`src/rtl/uart_mcr_pkg.sv`:
```
package uart_mcr_pkg;
  localparam int REG_W = 8;
  localparam int BIT_POL = 6;
  localparam int BIT_MDROP = 5;
  localparam int BIT_LOOP = 4;
  localparam int BIT_OUT2 = 3;
  localparam int BIT_OUT1 = 2;
  localparam int BIT_RTS = 1;
  localparam int BIT_DTR = 0;
  localparam int USED_W = BIT_POL + 1;

  typedef struct packed {
    logic pol;
    logic mdrop;
    logic loop;
    logic out2;
    logic out1;
    logic rts;
    logic dtr;
  } mcrCtl_t;
endpackage

```
`src/rtl/uart_mcr_ctrl.sv`:
```
module uart_mcr_ctrl
  import uart_mcr_pkg::*;
(
  input  logic             clk,
  input  logic             rstN,
  input  logic             wrEn,
  input  logic [REG_W-1:0] wrData,
  output logic [REG_W-1:0] rdData,
  output mcrCtl_t          ctl
);
  logic [USED_W-1:0] regQ;

  always_ff @(posedge clk or negedge rstN) begin
    if (!rstN) regQ <= '0;
    else if (wrEn) regQ <= wrData[USED_W-1:0];
  end

  assign rdData = {{(REG_W-USED_W){1'b0}}, regQ};

  assign ctl.pol   = regQ[BIT_POL];
  assign ctl.mdrop = regQ[BIT_MDROP];
  assign ctl.loop  = regQ[BIT_LOOP];
  assign ctl.out2  = regQ[BIT_OUT2];
  assign ctl.out1  = regQ[BIT_OUT1];
  assign ctl.rts   = regQ[BIT_RTS];
  assign ctl.dtr   = regQ[BIT_DTR];

  // reserved bit never reads as 1
  a_r2_reserved_zero: assert property (@(posedge clk) disable iff (!rstN)
    rdData[REG_W-1] == 1'b0);

  // a write is visible in the following cycle
  a_r10_write_lands: assert property (@(posedge clk) disable iff (!rstN)
    wrEn |=> rdData[USED_W-1:0] == $past(wrData[USED_W-1:0]));

  // without a write the register holds
  a_r3_hold: assert property (@(posedge clk) disable iff (!rstN)
    !wrEn |=> $stable(rdData));
endmodule

```
`src/rtl/uart_mcr_path.sv`:
```
module uart_mcr_path
  import uart_mcr_pkg::*;
(
  input  mcrCtl_t ctl,
  input  logic    clk,
  input  logic    rstN,
  input  logic    coreTxd,
  output logic    coreRxd,
  output logic    txPin,
  input  logic    rxPin,
  input  logic    ctsN,
  input  logic    dsrN,
  input  logic    dcdN,
  input  logic    riN,
  output logic    stCts,
  output logic    stDsr,
  output logic    stDcd,
  output logic    stRi,
  output logic    rtsN,
  output logic    dtrN,
  output logic    out1N,
  output logic    out2N,
  output logic    multidrop
);
  always_comb begin
    if (ctl.loop) begin
      txPin   = 1'b1;
      coreRxd = coreTxd;
      stCts   = ctl.rts;
      stDsr   = ctl.dtr;
      stDcd   = ctl.out2;
      stRi    = ctl.out1;
      rtsN    = 1'b1;
      dtrN    = 1'b1;
      out1N   = 1'b1;
      out2N   = 1'b1;
    end else begin
      txPin   = coreTxd ^ ctl.pol;
      coreRxd = rxPin ^ ctl.pol;
      stCts   = ~ctsN;
      stDsr   = ~dsrN;
      stDcd   = ~dcdN;
      stRi    = ~riN;
      rtsN    = ~ctl.rts;
      dtrN    = ~ctl.dtr;
      out1N   = ~ctl.out1;
      out2N   = ~ctl.out2;
    end
  end

  assign multidrop = ctl.mdrop;

  // the serial output idles high in loopback
  a_r6_tx_idle: assert property (@(posedge clk) disable iff (!rstN)
    ctl.loop |-> txPin);

  // loop path carries no inversion
  a_r6_loop_data: assert property (@(posedge clk) disable iff (!rstN)
    ctl.loop |-> coreRxd == coreTxd);

  // all control pins inactive in loopback
  a_r8_pins_inactive: assert property (@(posedge clk) disable iff (!rstN)
    ctl.loop |-> (rtsN && dtrN && out1N && out2N));

  // general outputs never touch status in normal mode
  a_r9_status_from_pins: assert property (@(posedge clk) disable iff (!rstN)
    !ctl.loop |-> (stDcd != dcdN) && (stRi != riN));
endmodule

```
`src/rtl/uart_mcr_loop.sv`:
```
module uart_mcr_loop
  import uart_mcr_pkg::*;
(
  input  logic             clk,
  input  logic             rstN,
  input  logic             wrEn,
  input  logic [REG_W-1:0] wrData,
  output logic [REG_W-1:0] rdData,
  input  logic             coreTxd,
  output logic             coreRxd,
  output logic             txPin,
  input  logic             rxPin,
  input  logic             ctsN,
  input  logic             dsrN,
  input  logic             dcdN,
  input  logic             riN,
  output logic             stCts,
  output logic             stDsr,
  output logic             stDcd,
  output logic             stRi,
  output logic             rtsN,
  output logic             dtrN,
  output logic             out1N,
  output logic             out2N,
  output logic             multidrop
);
  mcrCtl_t ctl;

  uart_mcr_ctrl uCtrl (
    .clk(clk), .rstN(rstN), .wrEn(wrEn), .wrData(wrData),
    .rdData(rdData), .ctl(ctl)
  );

  uart_mcr_path uPath (
    .ctl(ctl), .clk(clk), .rstN(rstN),
    .coreTxd(coreTxd), .coreRxd(coreRxd), .txPin(txPin), .rxPin(rxPin),
    .ctsN(ctsN), .dsrN(dsrN), .dcdN(dcdN), .riN(riN),
    .stCts(stCts), .stDsr(stDsr), .stDcd(stDcd), .stRi(stRi),
    .rtsN(rtsN), .dtrN(dtrN), .out1N(out1N), .out2N(out2N),
    .multidrop(multidrop)
  );
endmodule

```
`config.mk`:
```
export PLATFORM = sky130hd
export DESIGN_NAME = uart_mcr_loop
export DESIGN_NICKNAME = d
export VERILOG_FILES = /design/src/rtl/uart_mcr_pkg.sv /design/src/rtl/uart_mcr_ctrl.sv /design/src/rtl/uart_mcr_path.sv /design/src/rtl/uart_mcr_loop.sv
export SDC_FILE = /design/constraint.sdc
export NUM_CORES = 1
export LEC_CHECK = 0
export CORE_AREA = 2 2 39 41
export DETAILED_ROUTE_END_ITERATION = 10
export DIE_AREA = 0 0 41 43
export PLACE_DENSITY = 0.79
export RECOVER_POWER = 100
export SYNTH_ARGS = -nofsm -noshare
export SYNTH_HDL_FRONTEND = slang
export SYNTH_SLANG_ARGS = --single-unit
```
`constraint.sdc`:
```
create_clock -name clk -period 2.8 [get_ports clk]
set_clock_uncertainty 0.2 [all_clocks]
set_input_delay 0.28 -clock clk [delete_from_list [all_inputs] [get_ports clk]]
set_output_delay 0.28 -clock clk [all_outputs]
set_load 0.05 [all_outputs]
```
== Word-level counts from Yosys, hierarchy flattened ==
Index checks and enable logic that the tools add are counted.

* Bitwise logic cells: 10
* Mux-type cells: 10

{| class="wikitable"
|+ Operators with widths
! operator !! count
|-
| 2-to-1 mux 1 bit || 10
|-
| inverter 1 bit || 8
|-
| XOR 1 bit || 2
|}

* Logic and storage cells: 21
* Input bits: 17
* Output and inout port bits: 19
* Register bits after elaboration: 7

== Depth between registers and ports, before layout ==
Gate-level depths: netlist of the first run.

* Depth in word-level cells: 2
* Mapped depth: 3
* Gate-level depth less buffers: 2

== Modules after synthesis ==
A second synthesis of the first run with hierarchy kept.

* Cells, all modules: 43
* Area, all modules: 485.5 sq um

{| class="wikitable"
|+ By module, submodules not included
! module !! cells an instance !! area an instance (sq um) !! sequential area each (sq um) !! times used
|-
| uart_mcr_ctrl || 24 || 355.3 || 175.2 || 1
|-
| uart_mcr_path || 19 || 130.1 || 0.0 || 1
|}

== Worst setup path before layout of the first run ==
Ideal clock, no wire load.

* Kind: register -> output
* Start point: register uCtrl.regQ[4] (netlist: uCtrl.ctl[4])
* End point: output port coreRxd
* Path slack: 0.381 ns
* Buffers on the path: 1
* Arrival time: 1.939 ns
* Cell stages (with the launch flop): 3
* Cells stage by stage: dfrtp_1 > buf_4 > o21ai_0

* Cells in the longest elaborated chain, start to end: 1

{| class="wikitable"
|+ Ends and longest elaborated chain
! what !! RTL line !! RTL
|-
| start, declared || uart_mcr_ctrl.sv:11 || <nowiki>logic [USED_W-1:0] regQ;</nowiki>
|-
| start signal, assigned || uart_mcr_ctrl.sv:15 || <nowiki>else if (wrEn) regQ <= wrData[USED_W-1:0];</nowiki>
|-
| 2-to-1 mux 1 bit || uart_mcr_path.sv:26 || <nowiki>if (ctl.loop) begin</nowiki>
|-
| end, declared || uart_mcr_loop.sv:10 || <nowiki>output logic coreRxd,</nowiki>
|}

Every way passes these cells.

== Worst setup path in the final report of the first run ==
* Start point: register uCtrl.regQ[4] (netlist: uCtrl.ctl[4])
* End point: output port stDcd

* Cells in the longest elaborated chain, start to end: 1

{| class="wikitable"
|+ Ends and longest elaborated chain
! what !! RTL line !! RTL
|-
| 2-to-1 mux 1 bit || uart_mcr_path.sv:26 ||
|-
| end, declared || uart_mcr_loop.sv:19 || <nowiki>output logic stDcd,</nowiki>
|}

Every way passes these cells.

==> results of run 1 <==
## cells by family after synthesis
group,share of synthesized area (%)
simple gates,12.23
mux,24.47
flops,42.81
compound gates,6.115
buf+inv,9.173
xor+xnor,4.282
other cells,0.9166
## final cells by class
| class | count | area share, % |
|---|---|---|
| clock buffer | 4 | 3.602 |
| inverter | 1 | 0.5146 |
| multi-input combinational | 25 | 23.84 |
| sequential | 7 | 24.01 |
| tap | 16 | 2.744 |
| timing repair buffer | 33 | 45.28 |
## Yosys cell counts, drive strengths merged
master  count  share of area (%)
buf         4                8.3
conb        1               0.92
dfrtp       7                 43
inv         1               0.92
mux2        6                 22
mux2i       1                2.4
nand2       5                4.6
nand2b      5                7.6
o21ai       5                6.1
xnor2       2                4.3
## worst paths after layout
check | depth (start not counted) | to | slack, ns
worst max-delay path | 2 | stDcd | 0.38
worst min-delay path | 1 | uCtrl.ctl[4]$_DFFE_PN0P_ | 0.15
worst max register to register | 1 | uCtrl.ctl[4]$_DFFE_PN0P_ | 1.61
worst min register to register | 1 | uCtrl.ctl[5]$_DFFE_PN0P_ | 0.32
max in group asynchronous | 1 | uCtrl.ctl[2]$_DFFE_PN0P_ | 2.02
min in group clk | 1 | uCtrl.ctl[5]$_DFFE_PN0P_ | 0.32
## critical path, delay by kind of cell, from the launching register on
kind | cells | cell delay, ns
buf+inv | 1 | 0.89
flops | 1 | 0.57
mux | 1 | 0.23
## layer usage
metal,vias to the layer above,GRT usage [%]
met5,-,0
met4,0,8.000
met3,0,3.665
met2,24,19.69
met1,157,14.09
li1,183,-
## power breakdown
group	internal [mW]	switching [mW]
logic	0.0694	0.131
clock network	0.0544	0.0370
registers	0.111	0.0138
==> results.txt, run 1 <==
Fin nets: 88
Initial Util: 29.57%
Via Count: 364
Worst Setup End Kind: primary output
CTS tree: yes
TritonCTS buffer count: 3
Leak: 0.2974 nW
Initial antenna violation count: 0
Pwr dens: 572.0 nW/um^2
Syn-to-layout area delta: 78.29%
Commonest cells after routing, fill and taps aside: dlygate4sd3_1, clkdlybuf4s50_1, dfrtp_1
Worst IR Drop VDD: 0.2625 mV
Final WL: 962 um
Setup Viol. Count Final: 0
Metal1 wirelength: 382 um
Register area share after synthesis: 42.81%
Worst-margin pin slew: 0.5113 ns
DIE AREA: 1763 sq um
Syn_nets: 54
Worst min path class: primary input to async pin
Uppermost layer routed: met3
Remaining DRCs: 0
IO Port Bufs: 33
H-tree Lvls: 1
Critical path class: register to primary output
Metal3 WL: 114 um
Vias in the first global route: 350
Die H: 43 um
Clk root buf: clkbuf_4
Critical path fanouts, max: 16
DP Worst Slack: 0.5313 ns
Worst EP arrival: 1.94 ns
Post-CTS sizing: 0
Clock Tree Buf Depth: 2
Worst Setup SP: uCtrl.ctl[4]$_DFFE_PN0P_
CTS Sinks: 7
Post-Synthesis Cell Area: 409.1 sq um
Clock Latency Late Sink: 0.25 ns
Die X: 41 um
Register Area: 175.2 sq um
Placed Area: 725.7 sq um
Commonest non-fill, non-tap cell in the layout: dlygate4sd3_1
Worst setup margin: 0.3758 ns
Final setup TNS: 0 ns
Final hold slack: 0.1478 ns
CP max-delay cell: dlygate4sd3_1
CP max stage delay: 0.89 ns
Remaining antenna violation count after routing: 0
Cells after Synth: 37
CORE AREA: 1384 sq um
Achievable Freq: 412.5 MHz
DP Cell Count: 82
TritonRoute pass-1 iters: 4
Finished Cell Area: 729.5 sq um
Fin crit share: 86.58%
Clock Pin Slew Worst Setup and Hold Paths: 0.05 ns
DR WL/cell: 11.19 um
Final hold violation count: 0
Register bit total from synthesis: 7
Outcome: finished, final reports clean
Unrepaired setup endpoints after global routing: no
Boundary pin count: 36
Global route overflow: 0
Netlist cell types: 11
Multi-input gate area: 173.9 sq um
WP data required: 2.32 ns
First-pass GRT wire length: 1435 um
Final Util: 52.71%
YS warnings: 0
Reg2Reg Launch Point: uCtrl.ctl[4]$_DFFE_PN0P_
Vias/cell: 4.233
DR iter-0 viols: 3
Avg Inst Size Synth: 11.06 sq um
Max-Cap Viols: 0
Diode count: 0
Post CTS Setup Buffer Count: 0
Min cycle time layout: 2.424 ns
Routability cong.: 0.6098
CTS Hold Bufs: 0
Non-Filler Instances: 86
Crit-path cells: mux2i_1 > dlygate4sd3_1
Overall power: 0.4172 mW
Layout fillers: 139
Rows: 14
Max reg flops: 7
Wire length on met2: 464 um
Total Routing Usage GR: 12.61%
Final Slew Violations: 0
Share of layout cells above drive strength 1: 4.286%
Slew margin rel.: 65.80%
Largest net degree at the start of global routing: 17
CP startpoint kind: register
Power figures use the tool's default switching activity.
==> run 2: changes to the inputs <==
--- a/config.mk
+++ b/config.mk
@@ -6,9 +6,10 @@
 export NUM_CORES = 1
 export LEC_CHECK = 0
 export CORE_AREA = 2 2 39 41
+export CTS_CLUSTER_SIZE = 12
 export DETAILED_ROUTE_END_ITERATION = 10
 export DIE_AREA = 0 0 41 43
-export PLACE_DENSITY = 0.79
+export DONT_BUFFER_PORTS = 1
 export RECOVER_POWER = 100
 export SYNTH_ARGS = -nofsm -noshare
 export SYNTH_HDL_FRONTEND = slang
==> run 2 against run 1 <==
Utilization down 16 points. Combinational power down 44%. Via count down 15%. First-iteration DRC count up 130%. Cell count down 22%. Final area down 30%. Critical path depth unchanged. Routed wire length down 15%. Sequential cell count unchanged. Die area unchanged. Sequential power up 34%. Register-to-register slack worse by 0.57 ns. Largest power group is now registers.
==> results.txt, run 2 (synthesis gave the netlist of run 1 again) <==
Outcome: finished, final reports clean (unchanged)
Fin nets: 69 (was 88)
Initial antenna violation count: 0 (unchanged)
CTS Sinks: 7 (unchanged)
CTS tree: yes (unchanged)
Worst-margin pin slew: 0.9066 ns (was 0.5113 ns)
Largest net degree at the start of global routing: 17 (unchanged)
DIE AREA: 1763 sq um (unchanged)
GR Util met3: 9.948% (was 3.665%)
Remaining antenna violation count after routing: 0 (unchanged)
DR WL/cell: 12.18 um (was 11.19 um)
Leak: 0.2118 nW (was 0.2974 nW)
WP data required: 2.32 ns (about the same)
Final WL: 816 um (was 962 um)
Pwr dens: 726.4 nW/um^2 (was 572.0 nW/um^2)
Die X: 41 um (unchanged)
Buffer and inverter count on the worst path: 1 (unchanged)
CORE AREA: 1384 sq um (unchanged)
Max-Cap Viols: 0 (unchanged)
Clk root buf: clkbuf_4 (unchanged)
Boundary pin count: 36 (unchanged)
CP max stage delay: 0.85 ns (was 0.89 ns)
Worst Setup End Kind: primary output (unchanged)
Crit-path cells: mux2i_1 > clkbuf_1 (was mux2i_1 > dlygate4sd3_1)
IO Port Bufs: 0 (was 33)
Syn-to-layout area delta: 24.16% (was 78.29%)
HPWL after DPL: 602.8 um
Top cell family by delay on the critical path: flip-flops (was buffers and inverters)
Worst EP arrival: 1.84 ns (was 1.94 ns)
Critical path fanouts, max: 16 (unchanged)
TritonCTS buffer count: 3 (unchanged)
Vias/cell: 4.642 (was 4.233)
Worst min path class: primary input to async pin (unchanged)
Share of layout cells above drive strength 1: 5.882% (was 4.286%)
Vias in the first global route: 290 (was 350)
Remaining DRCs: 0 (unchanged)
Unrepaired setup endpoints after global routing: no (unchanged)
Fin crit share: 82.76% (was 86.58%)
Overall power: 0.3690 mW (was 0.4172 mW)
Clock Tree Buf Depth: 2 (unchanged)
Rows: 14 (unchanged)
Min cycle time layout: 2.317 ns (was 2.424 ns)
Met2 Usage GRT: 16.25% (was 19.69%)
Clock Pin Slew Worst Setup and Hold Paths: 0.05 ns (about the same)
Initial Util: 29.57% (unchanged)
Slew margin rel.: 39.56% (was 65.80%)
TritonRoute pass-1 iters: 2 (was 4)
Setup Viol. Count Final: 0 (unchanged)
Critical path class: register to primary output (unchanged)
Global route overflow: 0 (unchanged)
Achievable Freq: 431.5 MHz (was 412.5 MHz)
Worst IR Drop VDD: 0.3582 mV (was 0.2625 mV)
Routability cong.: 0.6481 (was 0.6098)
Final hold violation count: 0 (unchanged)
First-pass GRT wire length: 1228 um (was 1435 um)
Final setup TNS: 0 ns (unchanged)
Via Count: 311 (was 364)
DP Worst Slack: 0.9401 ns (was 0.5313 ns)
Total Routing Usage GR: 11.12% (was 12.61%)
Clock Latency Late Sink: 0.24 ns (was 0.25 ns)
CP max-delay cell: dfrtp_1 (was dlygate4sd3_1)
DR iter-0 viols: 7 (was 3)
Commonest cells after routing, fill and taps aside: dlygate4sd3_1, dfrtp_1, mux2_1, clkbuf_1 (was dlygate4sd3_1, clkdlybuf4s50_1, dfrtp_1)
Post CTS Setup Buffer Count: 0 (unchanged)
CP startpoint kind: register (unchanged)
Final Slew Violations: 0 (unchanged)
Die H: 43 um (unchanged)
Gr busiest metal: met2 (unchanged)
Diode count: 0 (unchanged)
Post-CTS sizing: 0 (unchanged)
H-tree Lvls: 1 (unchanged)
Commonest non-fill, non-tap cell in the layout: dlygate4sd3_1 (unchanged)
Max reg flops: 7 (unchanged)
Worst setup margin: 0.4827 ns (was 0.3758 ns)
Met1 Usage GRT: 10.86% (was 14.09%)
run 2: stage by stage:
| stage | hold slack (ns) | instance area [sq um] | cells | util [%] |
|---|---|---|---|---|
| after detailed placement | -0.2154 | 432.9 | 54 | 31.28 |
| after CTS | 0.1668 | 549.3 | 67 | 39.69 |
| after global placement | -0.2154 | 432.9 | 54 | 31.28 |
| after floorplan | -0.2156 | 409.1 | 37 | - |
| final | 0.1650 | 508.0 | 67 | 36.71 |
| after global routing | 0.1710 | 508.0 | 67 | 36.71 |
run 2: area by class of cell:
class | count | area [sq um]
clock buffers | 4 | 26.28
fillers | 156 | 875.8
inverters | 1 | 3.754
multi-input cells | 25 | 173.9
flip-flops and latches | 7 | 175.2
well taps | 16 | 20.02
repair buffers | 14 | 108.9
run 2: power by group:
group	total, mW	switching (mW)	internal (mW)
clock	0.0895	0.0353	0.0542
sequential	0.167	0.0569	0.110
combinational	0.112	0.0834	0.0289
total	0.369	0.176	0.193
run 2: timing repair:
| item | 4_1_cts | 5_1_grt |
|---|---|---|
| endpoints found under the setup margin | 0 | 0 |
| endpoints found under the hold margin | 14 | 0 |
| hold buffers | 9 | 0 |
run 2: routing by layer:
layer	vias to the layer above	share of wire (%)
met5	-	0
li1	143	-
met2	25	46
met4	0	0
met1	143	39
met3	0	15
run 2: worst paths after layout:
| kind | startpoint | endpoint | slack [ns] | depth (start not counted) |
|---|---|---|---|---|
| setup / recovery | uCtrl.ctl[4]$_DFFE_PN0P_ | stDcd | 0.48 | 2 |
| hold / removal | rstN | uCtrl.ctl[2]$_DFFE_PN0P_ | 0.16 | 1 |
| setup reg to reg | uCtrl.ctl[3]$_DFFE_PN0P_ | uCtrl.ctl[3]$_DFFE_PN0P_ | 1.04 | 3 |
| hold reg to reg | uCtrl.ctl[2]$_DFFE_PN0P_ | uCtrl.ctl[2]$_DFFE_PN0P_ | 0.70 | 1 |
| max in group asynchronous | rstN | uCtrl.ctl[5]$_DFFE_PN0P_ | 1.99 | 1 |
| min in group clk | wrData[2] | uCtrl.ctl[2]$_DFFE_PN0P_ | 0.50 | 2 |
